File: config.mk
export PLATFORM = sky130hd
export DESIGN_NAME = serial_chan
export DESIGN_NICKNAME = d
export VERILOG_FILES = /design/src/rtl/serial_chan_pkg.sv /design/src/rtl/serial_baud.sv /design/src/rtl/serial_tx.sv /design/src/rtl/serial_rx.sv /design/src/rtl/serial_chan.sv
export SDC_FILE = /design/constraint.sdc
export NUM_CORES = 1
export LEC_CHECK = 0
export ABC_AREA = 1
export BUFFER_PORTS_ARGS = -buffer_cell sky130_fd_sc_hd__buf_4
export CAP_MARGIN = 10
export CORE_AREA = 3 3 111 113
export DETAILED_ROUTE_END_ITERATION = 10
export DIE_AREA = 0 0 114 116
export PLACE_DENSITY = 0.83
export SYNTH_ARGS = -nofsm -noshare
export SYNTH_HDL_FRONTEND = slang
export SYNTH_SLANG_ARGS = --single-unit
File: constraint.sdc
create_clock -name clk -period 4.76 [get_ports clk]
set_input_delay 1.19 -clock clk [delete_from_list [all_inputs] [get_ports clk]]
set_output_delay 1.19 -clock clk [all_outputs]
set_load 0.01 [all_outputs]
File: src/rtl/serial_chan_pkg.sv
package serial_chan_pkg;

    typedef struct packed {
        logic dtr;
        logic rts;
        logic rx_en;
        logic par_en;
        logic echo;
        logic one_stop;
        logic brk;
        logic normal;
    } ctl1_t;

    typedef struct packed {
        logic [2:0] rate;
        logic       rx_same;
        logic       even;
        logic [1:0] len;
    } ctl2_t;

    function automatic logic [3:0] data_bits(input logic [1:0] len);
        return 4'd8 - {2'b00, len};
    endfunction

endpackage

File: src/rtl/serial_baud.sv
module serial_baud #(
    parameter int BASE_DIV   = 1628,
    parameter int SLOW_SHIFT = 6
) (
    input  logic       clk,
    input  logic       rst_n,
    input  logic [2:0] rate,
    input  logic       rx_same,
    input  logic       ext_tick,
    output logic       tx_tick,
    output logic       rx_tick
);
    localparam int CW = (BASE_DIV > 1) ? $clog2(BASE_DIV) : 1;
    localparam int PW = SLOW_SHIFT;

    typedef struct packed {
        logic [CW-1:0] cnt;
        logic [PW-1:0] pre;
    } st_t;

    st_t  s_d, s_q;
    logic t_base;
    int   sh;

    function automatic logic hit(input logic [PW-1:0] pre, input int shift);
        logic [PW-1:0] m;
        m = PW'((1 << shift) - 1);
        return (pre & m) == m;
    endfunction

    always_comb begin
        s_d    = s_q;
        t_base = (s_q.cnt == CW'(BASE_DIV - 1));
        if (t_base) begin
            s_d.cnt = '0;
            s_d.pre = s_q.pre + 1'b1;
        end else begin
            s_d.cnt = s_q.cnt + 1'b1;
        end
        case (rate)
            3'd1:       sh = SLOW_SHIFT;
            3'd2:       sh = SLOW_SHIFT - 1;
            3'd5:       sh = 1;
            3'd6:       sh = 2;
            3'd3, 3'd7: sh = 3;
            default:    sh = 0;
        endcase
        tx_tick = (rate == 3'd0) ? ext_tick : (t_base && hit(s_q.pre, sh));
        rx_tick = rx_same ? tx_tick : (t_base && hit(s_q.pre, SLOW_SHIFT));
    end

    always_ff @(posedge clk or negedge rst_n) begin
        if (!rst_n) s_q <= '0;
        else        s_q <= s_d;
    end
endmodule

File: src/rtl/serial_tx.sv
module serial_tx
    import serial_chan_pkg::*;
(
    input  logic       clk,
    input  logic       rst_n,
    input  logic       tick,
    input  logic       wr,
    input  logic [7:0] wdata,
    input  logic [1:0] len,
    input  logic       par_en,
    input  logic       even,
    input  logic       one_stop,
    output logic       line,
    output logic       empty
);
    typedef struct packed {
        logic [7:0]  hold;
        logic        full;
        logic        busy;
        logic [11:0] frame;
        logic [3:0]  left;
        logic [3:0]  sub;
    } st_t;

    st_t        s_d, s_q;
    logic [3:0] nb;

    function automatic logic [11:0] build(input logic [7:0] d, input logic [3:0] n,
                                          input logic pe, input logic ev);
        logic [11:0] f;
        logic        p;
        f    = '1;
        f[0] = 1'b0;
        p    = 1'b0;
        for (int i = 0; i < 8; i++) begin
            if (4'(i) < n) begin
                f[i+1] = d[i];
                p      = p ^ d[i];
            end
        end
        if (pe) f[n + 4'd1] = ev ? p : ~p;
        return f;
    endfunction

    always_comb begin
        s_d = s_q;
        nb  = data_bits(len);
        if (s_q.busy && tick) begin
            s_d.sub = s_q.sub + 1'b1;
            if (s_q.sub == 4'd15) begin
                s_d.frame = {1'b1, s_q.frame[11:1]};
                s_d.left  = s_q.left - 1'b1;
                if (s_q.left == 4'd1) s_d.busy = 1'b0;
            end
        end
        if (!s_d.busy && s_q.full) begin
            s_d.frame = build(s_q.hold, nb, par_en, even);
            s_d.left  = 4'd1 + nb + {3'b000, par_en} + (one_stop ? 4'd1 : 4'd2);
            s_d.sub   = '0;
            s_d.busy  = 1'b1;
            s_d.full  = 1'b0;
        end
        if (wr) begin
            s_d.hold = wdata;
            s_d.full = 1'b1;
        end
        line  = s_q.busy ? s_q.frame[0] : 1'b1;
        empty = ~s_q.full;
    end

    always_ff @(posedge clk or negedge rst_n) begin
        if (!rst_n) s_q <= '0;
        else        s_q <= s_d;
    end

    AST_STOP_IS_MARK: assert property (@(posedge clk) disable iff (!rst_n)
        (s_q.busy && s_q.left == 4'd1) |-> line);
    AST_THRE_ON_LOAD: assert property (@(posedge clk) disable iff (!rst_n)
        $rose(s_q.busy) |-> (!s_q.full || $past(wr)));
endmodule

File: src/rtl/serial_rx.sv
module serial_rx
    import serial_chan_pkg::*;
(
    input  logic       clk,
    input  logic       rst_n,
    input  logic       tick,
    input  logic       en,
    input  logic       line_in,
    input  logic [1:0] len,
    input  logic       par_en,
    input  logic       even,
    output logic       done,
    output logic [7:0] data,
    output logic       perr,
    output logic       ferr
);
    typedef struct packed {
        logic [1:0] sync;
        logic       act;
        logic [3:0] sub;
        logic [3:0] idx;
        logic [7:0] shf;
        logic       perr;
        logic       ferr;
        logic       done;
        logic [7:0] data;
    } st_t;

    st_t        s_d, s_q;
    logic       ln, exp_par;
    logic [3:0] nb;

    always_comb begin
        s_d      = s_q;
        s_d.done = 1'b0;
        s_d.sync = {s_q.sync[0], line_in};
        ln       = s_q.sync[1];
        nb       = data_bits(len);
        exp_par  = even ? ^s_q.shf : ~^s_q.shf;
        if (!en) begin
            s_d.act = 1'b0;
        end else if (tick) begin
            if (!s_q.act) begin
                if (!ln) begin
                    s_d.act  = 1'b1;
                    s_d.sub  = '0;
                    s_d.idx  = '0;
                    s_d.shf  = '0;
                    s_d.perr = 1'b0;
                end
            end else begin
                s_d.sub = s_q.sub + 1'b1;
                if (s_q.idx == 4'd0) begin
                    if (s_q.sub == 4'd7) begin
                        if (ln) begin
                            s_d.act = 1'b0;
                        end else begin
                            s_d.idx = 4'd1;
                            s_d.sub = '0;
                        end
                    end
                end else if (s_q.sub == 4'd15) begin
                    s_d.idx = s_q.idx + 1'b1;
                    if (s_q.idx <= nb) begin
                        s_d.shf[3'(s_q.idx - 4'd1)] = ln;
                    end else if (par_en && s_q.idx == nb + 4'd1) begin
                        s_d.perr = (ln != exp_par);
                    end else begin
                        s_d.act  = 1'b0;
                        s_d.done = 1'b1;
                        s_d.data = s_q.shf;
                        s_d.ferr = ~ln;
                    end
                end
            end
        end
        done = s_q.done;
        data = s_q.data;
        perr = s_q.perr;
        ferr = s_q.ferr;
    end

    always_ff @(posedge clk or negedge rst_n) begin
        if (!rst_n) begin
            s_q      <= '0;
            s_q.sync <= 2'b11;
        end else begin
            s_q <= s_d;
        end
    end

    AST_DONE_ONE_CYCLE: assert property (@(posedge clk) disable iff (!rst_n)
        s_q.done |=> !s_q.done);
    AST_RX_DISABLED_SILENT: assert property (@(posedge clk) disable iff (!rst_n)
        !en |=> !s_q.done);
endmodule

File: src/rtl/serial_chan.sv
module serial_chan
    import serial_chan_pkg::*;
#(
    parameter int BASE_DIV = 1628
) (
    input  logic       clk,
    input  logic       rst_n,
    input  logic [7:0] wdata,
    input  logic       ctl1_wr,
    input  logic       ctl2_wr,
    input  logic       hold_wr,
    input  logic       hold_rd,
    input  logic       stat_rd,
    output logic [7:0] hold_rdata,
    output logic [7:0] status,
    input  logic       ext_tick,
    input  logic       rxd,
    output logic       txd,
    input  logic       dsr,
    input  logic       cd,
    input  logic       ri,
    output logic       rts,
    output logic       dtr
);
    typedef struct packed {
        ctl1_t      c1;
        ctl2_t      c2;
        logic [7:0] rbuf;
        logic       rdy;
        logic       ovr;
        logic       perr;
        logic       ferr;
        logic       dsc;
        logic [2:0] ms1;
        logic [2:0] ms2;
        logic [2:0] mprev;
    } st_t;

    st_t        s_d, s_q;
    logic       tx_tick, rx_tick, tx_line, tx_empty, rx_line;
    logic       rx_done, rx_perr, rx_ferr, echo_ld, tx_wr;
    logic [7:0] rx_data, tx_data;
    logic [2:0] mchg;

    serial_baud #(.BASE_DIV(BASE_DIV)) u_baud (
        .clk(clk), .rst_n(rst_n), .rate(s_q.c2.rate), .rx_same(s_q.c2.rx_same),
        .ext_tick(ext_tick), .tx_tick(tx_tick), .rx_tick(rx_tick)
    );

    serial_tx u_tx (
        .clk(clk), .rst_n(rst_n), .tick(tx_tick), .wr(tx_wr), .wdata(tx_data),
        .len(s_q.c2.len), .par_en(s_q.c1.par_en), .even(s_q.c2.even),
        .one_stop(s_q.c1.one_stop), .line(tx_line), .empty(tx_empty)
    );

    serial_rx u_rx (
        .clk(clk), .rst_n(rst_n), .tick(rx_tick), .en(s_q.c1.rx_en), .line_in(rx_line),
        .len(s_q.c2.len), .par_en(s_q.c1.par_en), .even(s_q.c2.even),
        .done(rx_done), .data(rx_data), .perr(rx_perr), .ferr(rx_ferr)
    );

    always_comb begin
        s_d       = s_q;
        s_d.ms1   = {dsr, cd, ri};
        s_d.ms2   = s_q.ms1;
        s_d.mprev = s_q.ms2;
        if (ctl1_wr) s_d.c1 = ctl1_t'(wdata);
        if (ctl2_wr) s_d.c2 = ctl2_t'(wdata[6:0]);
        mchg = s_q.ms2 ^ s_q.mprev;
        if (stat_rd) s_d.dsc = 1'b0;
        if (s_q.c1.dtr ? (mchg[2] | mchg[1]) : mchg[0]) s_d.dsc = 1'b1;
        if (hold_rd) begin
            s_d.rdy  = 1'b0;
            s_d.ovr  = 1'b0;
            s_d.perr = 1'b0;
            s_d.ferr = 1'b0;
        end
        if (rx_done) begin
            s_d.ovr  = s_d.ovr | (s_q.rdy & ~hold_rd);
            s_d.rdy  = 1'b1;
            s_d.rbuf = rx_data;
            s_d.perr = s_d.perr | rx_perr;
            s_d.ferr = s_d.ferr | rx_ferr;
        end
        echo_ld    = rx_done & s_q.c1.echo;
        tx_wr      = hold_wr | echo_ld;
        tx_data    = echo_ld ? rx_data : wdata;
        rx_line    = s_q.c1.normal ? rxd : tx_line;
        txd        = !s_q.c1.normal ? 1'b1 : (s_q.c1.brk ? 1'b0 : tx_line);
        rts        = s_q.c1.rts;
        dtr        = s_q.c1.dtr;
        hold_rdata = s_q.rbuf;
        status     = {s_q.dsc, s_q.ms2[2], s_q.ms2[1], s_q.ferr, s_q.perr,
                      s_q.ovr, s_q.rdy, tx_empty};
    end

    always_ff @(posedge clk or negedge rst_n) begin
        if (!rst_n) s_q <= '0;
        else        s_q <= s_d;
    end

    AST_RDY_AFTER_CHAR: assert property (@(posedge clk) disable iff (!rst_n)
        rx_done |=> s_q.rdy);
    AST_READ_CLEARS: assert property (@(posedge clk) disable iff (!rst_n)
        (hold_rd && !rx_done) |=> (!s_q.rdy && !s_q.ovr && !s_q.ferr));
    AST_OVR_NEEDS_RDY: assert property (@(posedge clk) disable iff (!rst_n)
        $rose(s_q.ovr) |-> $past(s_q.rdy));
    AST_ECHO_FILLS: assert property (@(posedge clk) disable iff (!rst_n)
        (rx_done && s_q.c1.echo) |=> !status[0]);
endmodule

==> run_results.csv <==
group,metric,value,unit
synthesis,syn-num-nets,796,
clocking,cts_buffers,17,
worst_setup_path,end_kind,"output port",
clocking,ctsHoldBuffers,0,
layout,finalInstanceArea,7090,µm²
layout,n_antenna_cell,0,
synthesis,yosys-top-cells-area,"dfrtp_1 45%, nand2_1 14%, nand3_1 6.0%, inv_1 4.5%, ha_1 4.2%",
placed_design,dpl_cell_area,6460,µm²
worst_setup_path,arrival,1560,ps
global_route,grt_start_max_net_pins,56,
worst_setup_path,path_buf_inv,2,
timing,finalSetupViolations,0,
synthesis,ys_seq_area_share,46.1,%
timing,fin_setup_tns,0,ps
global_route,grt_overflow,0,
route,drtAntennaViolNets,0,
worst_setup_path,path_delay_family,"flip-flops",
synthesis,avgSynthCellArea,8.22,µm²
layout,final_common_cell,"nand2_1",
clocking,cts.root.buffer_cell,"clkbuf_16",
status,status,"finished, final reports clean",
route,post_drt_wl_per_cell,13.9,µm
synthesis,synth_edf_count,0,
layout,syn_to_final_growth,14.6,%
global_route,grt_pass1_vias,4975,
clocking,clock_latency,420,ps
synthesis,synth_warnings,0,
worst_setup_path,cp_cell_sequence,"inv_1, nor2_1, o21ai_0, buf_4",
route,drc_errors,0,
placed_design,numPortBuffers,38,
floorplanning,core-area,11400,µm²
timing,clock_skew,7.53,ps
placed_design,gp_congestion,0.890,
clocking,clk_pin_slew,60,ps
layout,fillCellCount,942,
synthesis,synth_async_sr_flop_share,100,%
clocking,htreeDepth,4,
pwr,ir_worst_vdd,0.505,mV
route,finalWirelength,13000,µm
worst_setup_path,cpMaxStageDelayCell,"dfrtp_1",
floorplanning,dieWidth,114,µm
timing,rsz0062_at_grt,"false",
worst_setup_path,crit_type,"flop to output port",
synthesis,synth_top_area_share,45.3,%
run,max_cap_violations,0,
floorplanning,die_h,116,µm
timing,fmax,363,MHz
global_route,track_usage,21.7,%
worst_setup_path,start_kind,"flop",
floorplanning,io_pins,39,
worst_setup_path,path_max_fanout,6,
pwr,power.leakage,0.00358,µW
worst_setup_path,required,3570,ps
timing,finalHoldViolations,0,
floorplanning,die_area,13200,µm²
synthesis,synthFlopType,"dfrtp_1",
synthesis,synth_top_cell_by_area,"dfrtp_1",
layout,regArea,2860,µm²
timing,post-route-period-util,57.8,%
timing,worst_pin_slew,681,ps
clocking,post_cts_buffers,0,
layout,layout.nets,826,
clocking,clock-sinks,114,
global_route,antenna_found_initial,0,
synthesis,yosys_register_bits,114,
route,dr.pass1.iters,7,
synthesis,yosysUniqueCellTypes,42,
layout,drive_above_1_share,15.6,%
timing,fin_crit,2750,ps
clocking,clk_path_buf_depth,2,
floorplanning,initial_core_util,54.2,%
global_route,grt_pass1_wl,22800,µm
timing,maxSlewViolCount,0,
synthesis,syn_inst,753,
layout,final_util,62.1,%
layout,layout_common_cells,"223 x nand2_1, 112 x dfrtp_1, 75 x inv_1",
route,routed-via-count,5011,
route,vias_per_cell,5.34,
worst_setup_path,slowest_delay,540,ps
clocking,ctsResizeCount,0,
clocking,cts_tree,"built",
layout,multi_input_area,2820,µm²
timing,slew_headroom,54.6,%
placed_design,dp_hpwl,9550,µm
worst_hold_path,min_path_type,"flop to flop",
floorplanning,placementRows,39,
synthesis,syn_area,6190,µm²
route,drtIter0Drc,502,
pwr,powerDensity,376,nW/µm²
Yosys cell counts, types with 3 or more instances:
cell type,count
a211oi_1,8
o21ai_2,10
nand3b_1,3
inv_1,75
clkbuf_1,7
o211ai_1,7
nand2_1,223
nand3_1,74
nand4_1,9
nor2_2,5
nand2_2,11
xnor2_1,6
ha_1,21
buf_4,18
a21oi_1,11
mux2_2,4
nand2_4,6
o21ai_0,39
nor3_1,14
xor2_1,13
buf_6,3
inv_2,3
nand3_2,5
dfrtp_1,112
nor2_1,44
cells by family (layout without fill, tap and decap cells):
logic type,count (synthesis),in the layout,synth area share [%]
AOI/OAI and AO/OA,82,82,8.15
xor gates and xnor gates,19,19,2.69
adders and majority gates,23,23,4.89
buffers and inverters,110,153,8.39
DFF,114,114,46.1
muxes,4,4,0.728
and+or+nand+nor,401,401,29.0
final cells by class:
type | count | share of cell area, %
sequential | 114 | 40.3
multi-input combinational | 529 | 39.7
clock buffer | 17 | 6.00
inverter | 81 | 4.36
timing repair buffer | 40 | 4.24
clock inverter | 15 | 2.91
tap | 143 | 2.52
registers in the layout (all words and copies together), names as in the netlist:
| name | flops |
|---|---|
| dtr | 1 |
| hold_rdata | 8 |
| rts | 1 |
| s_d | 4 |
| s_q | 16 |
| status | 7 |
| u_baud.s_q | 17 |
| u_rx.data | 8 |
| u_rx.done | 1 |
| u_rx.ferr | 1 |
| u_rx.ln | 1 |
| u_rx.perr | 1 |
| u_rx.s_d | 1 |
| u_rx.s_q | 17 |
| u_tx.s_q | 30 |
power by group:
part	switching (µW)	leakage [µW]	internal, µW	total (µW)
clock	463	0.000293	879	1340
sequential	48.9	0.00148	1020	1070
combinational	156	0.00181	99.3	256
total	669	0.00358	1990	2660
worst register-to-register path, cell delays in order, from the launching register on:
cell	delay, ps
dfrtp_1	460
inv_1	200
ha_1	330
inv_1	100
ha_1	320
nand2_1	60
inv_1	40
o21ai_0	70
nand2_1	70
nand2_1	80
nand2_1	80
a21oi_2	360
nand2_1	260
nand2_1	120
nand2_1	60
per-layer routing:
| metal | GRT usage, % | part of all wire [%] |
|---|---|---|
| met1 | 27.6 | 44 |
| met2 | 34.7 | 48 |
| met3 | 5.85 | 4.2 |
| met4 | 10.5 | 3.1 |
| met5 | 0 | 0 |
metrics by stage:
stage          hold WS (ps)  total power (µW)  std cells  setup slack [ps]
5_1_grt                 356              2790        939              1740
6_report                347              2660        939              2010
2_1_floorplan           331              1250        753              2430
3_3_place_gp            333              1330        907              2170
3_5_place_dp            337              1340        907              2070
4_1_cts                 350              2690        939              1990
path summary, 6_finish.rpt:
| kind | start | to | slack, ps | depth (start not counted) |
|---|---|---|---|---|
| worst min register to register | s_d[5] | status[6] | 350 | 0 |
| worst max register to register | s_q[22] | u_rx.s_q[16] | 2050 | 14 |
| worst min-delay path | s_d[5] | status[6] | 350 | 0 |
| worst max-delay path | u_tx.s_q[20] | txd | 2010 | 4 |
| max in group asynchronous | rst_n | u_rx.s_d[29] | 2980 | 2 |
| min in group asynchronous | rst_n | u_tx.s_q[2] | 810 | 1 |
(Power assumes the default switching activity.)
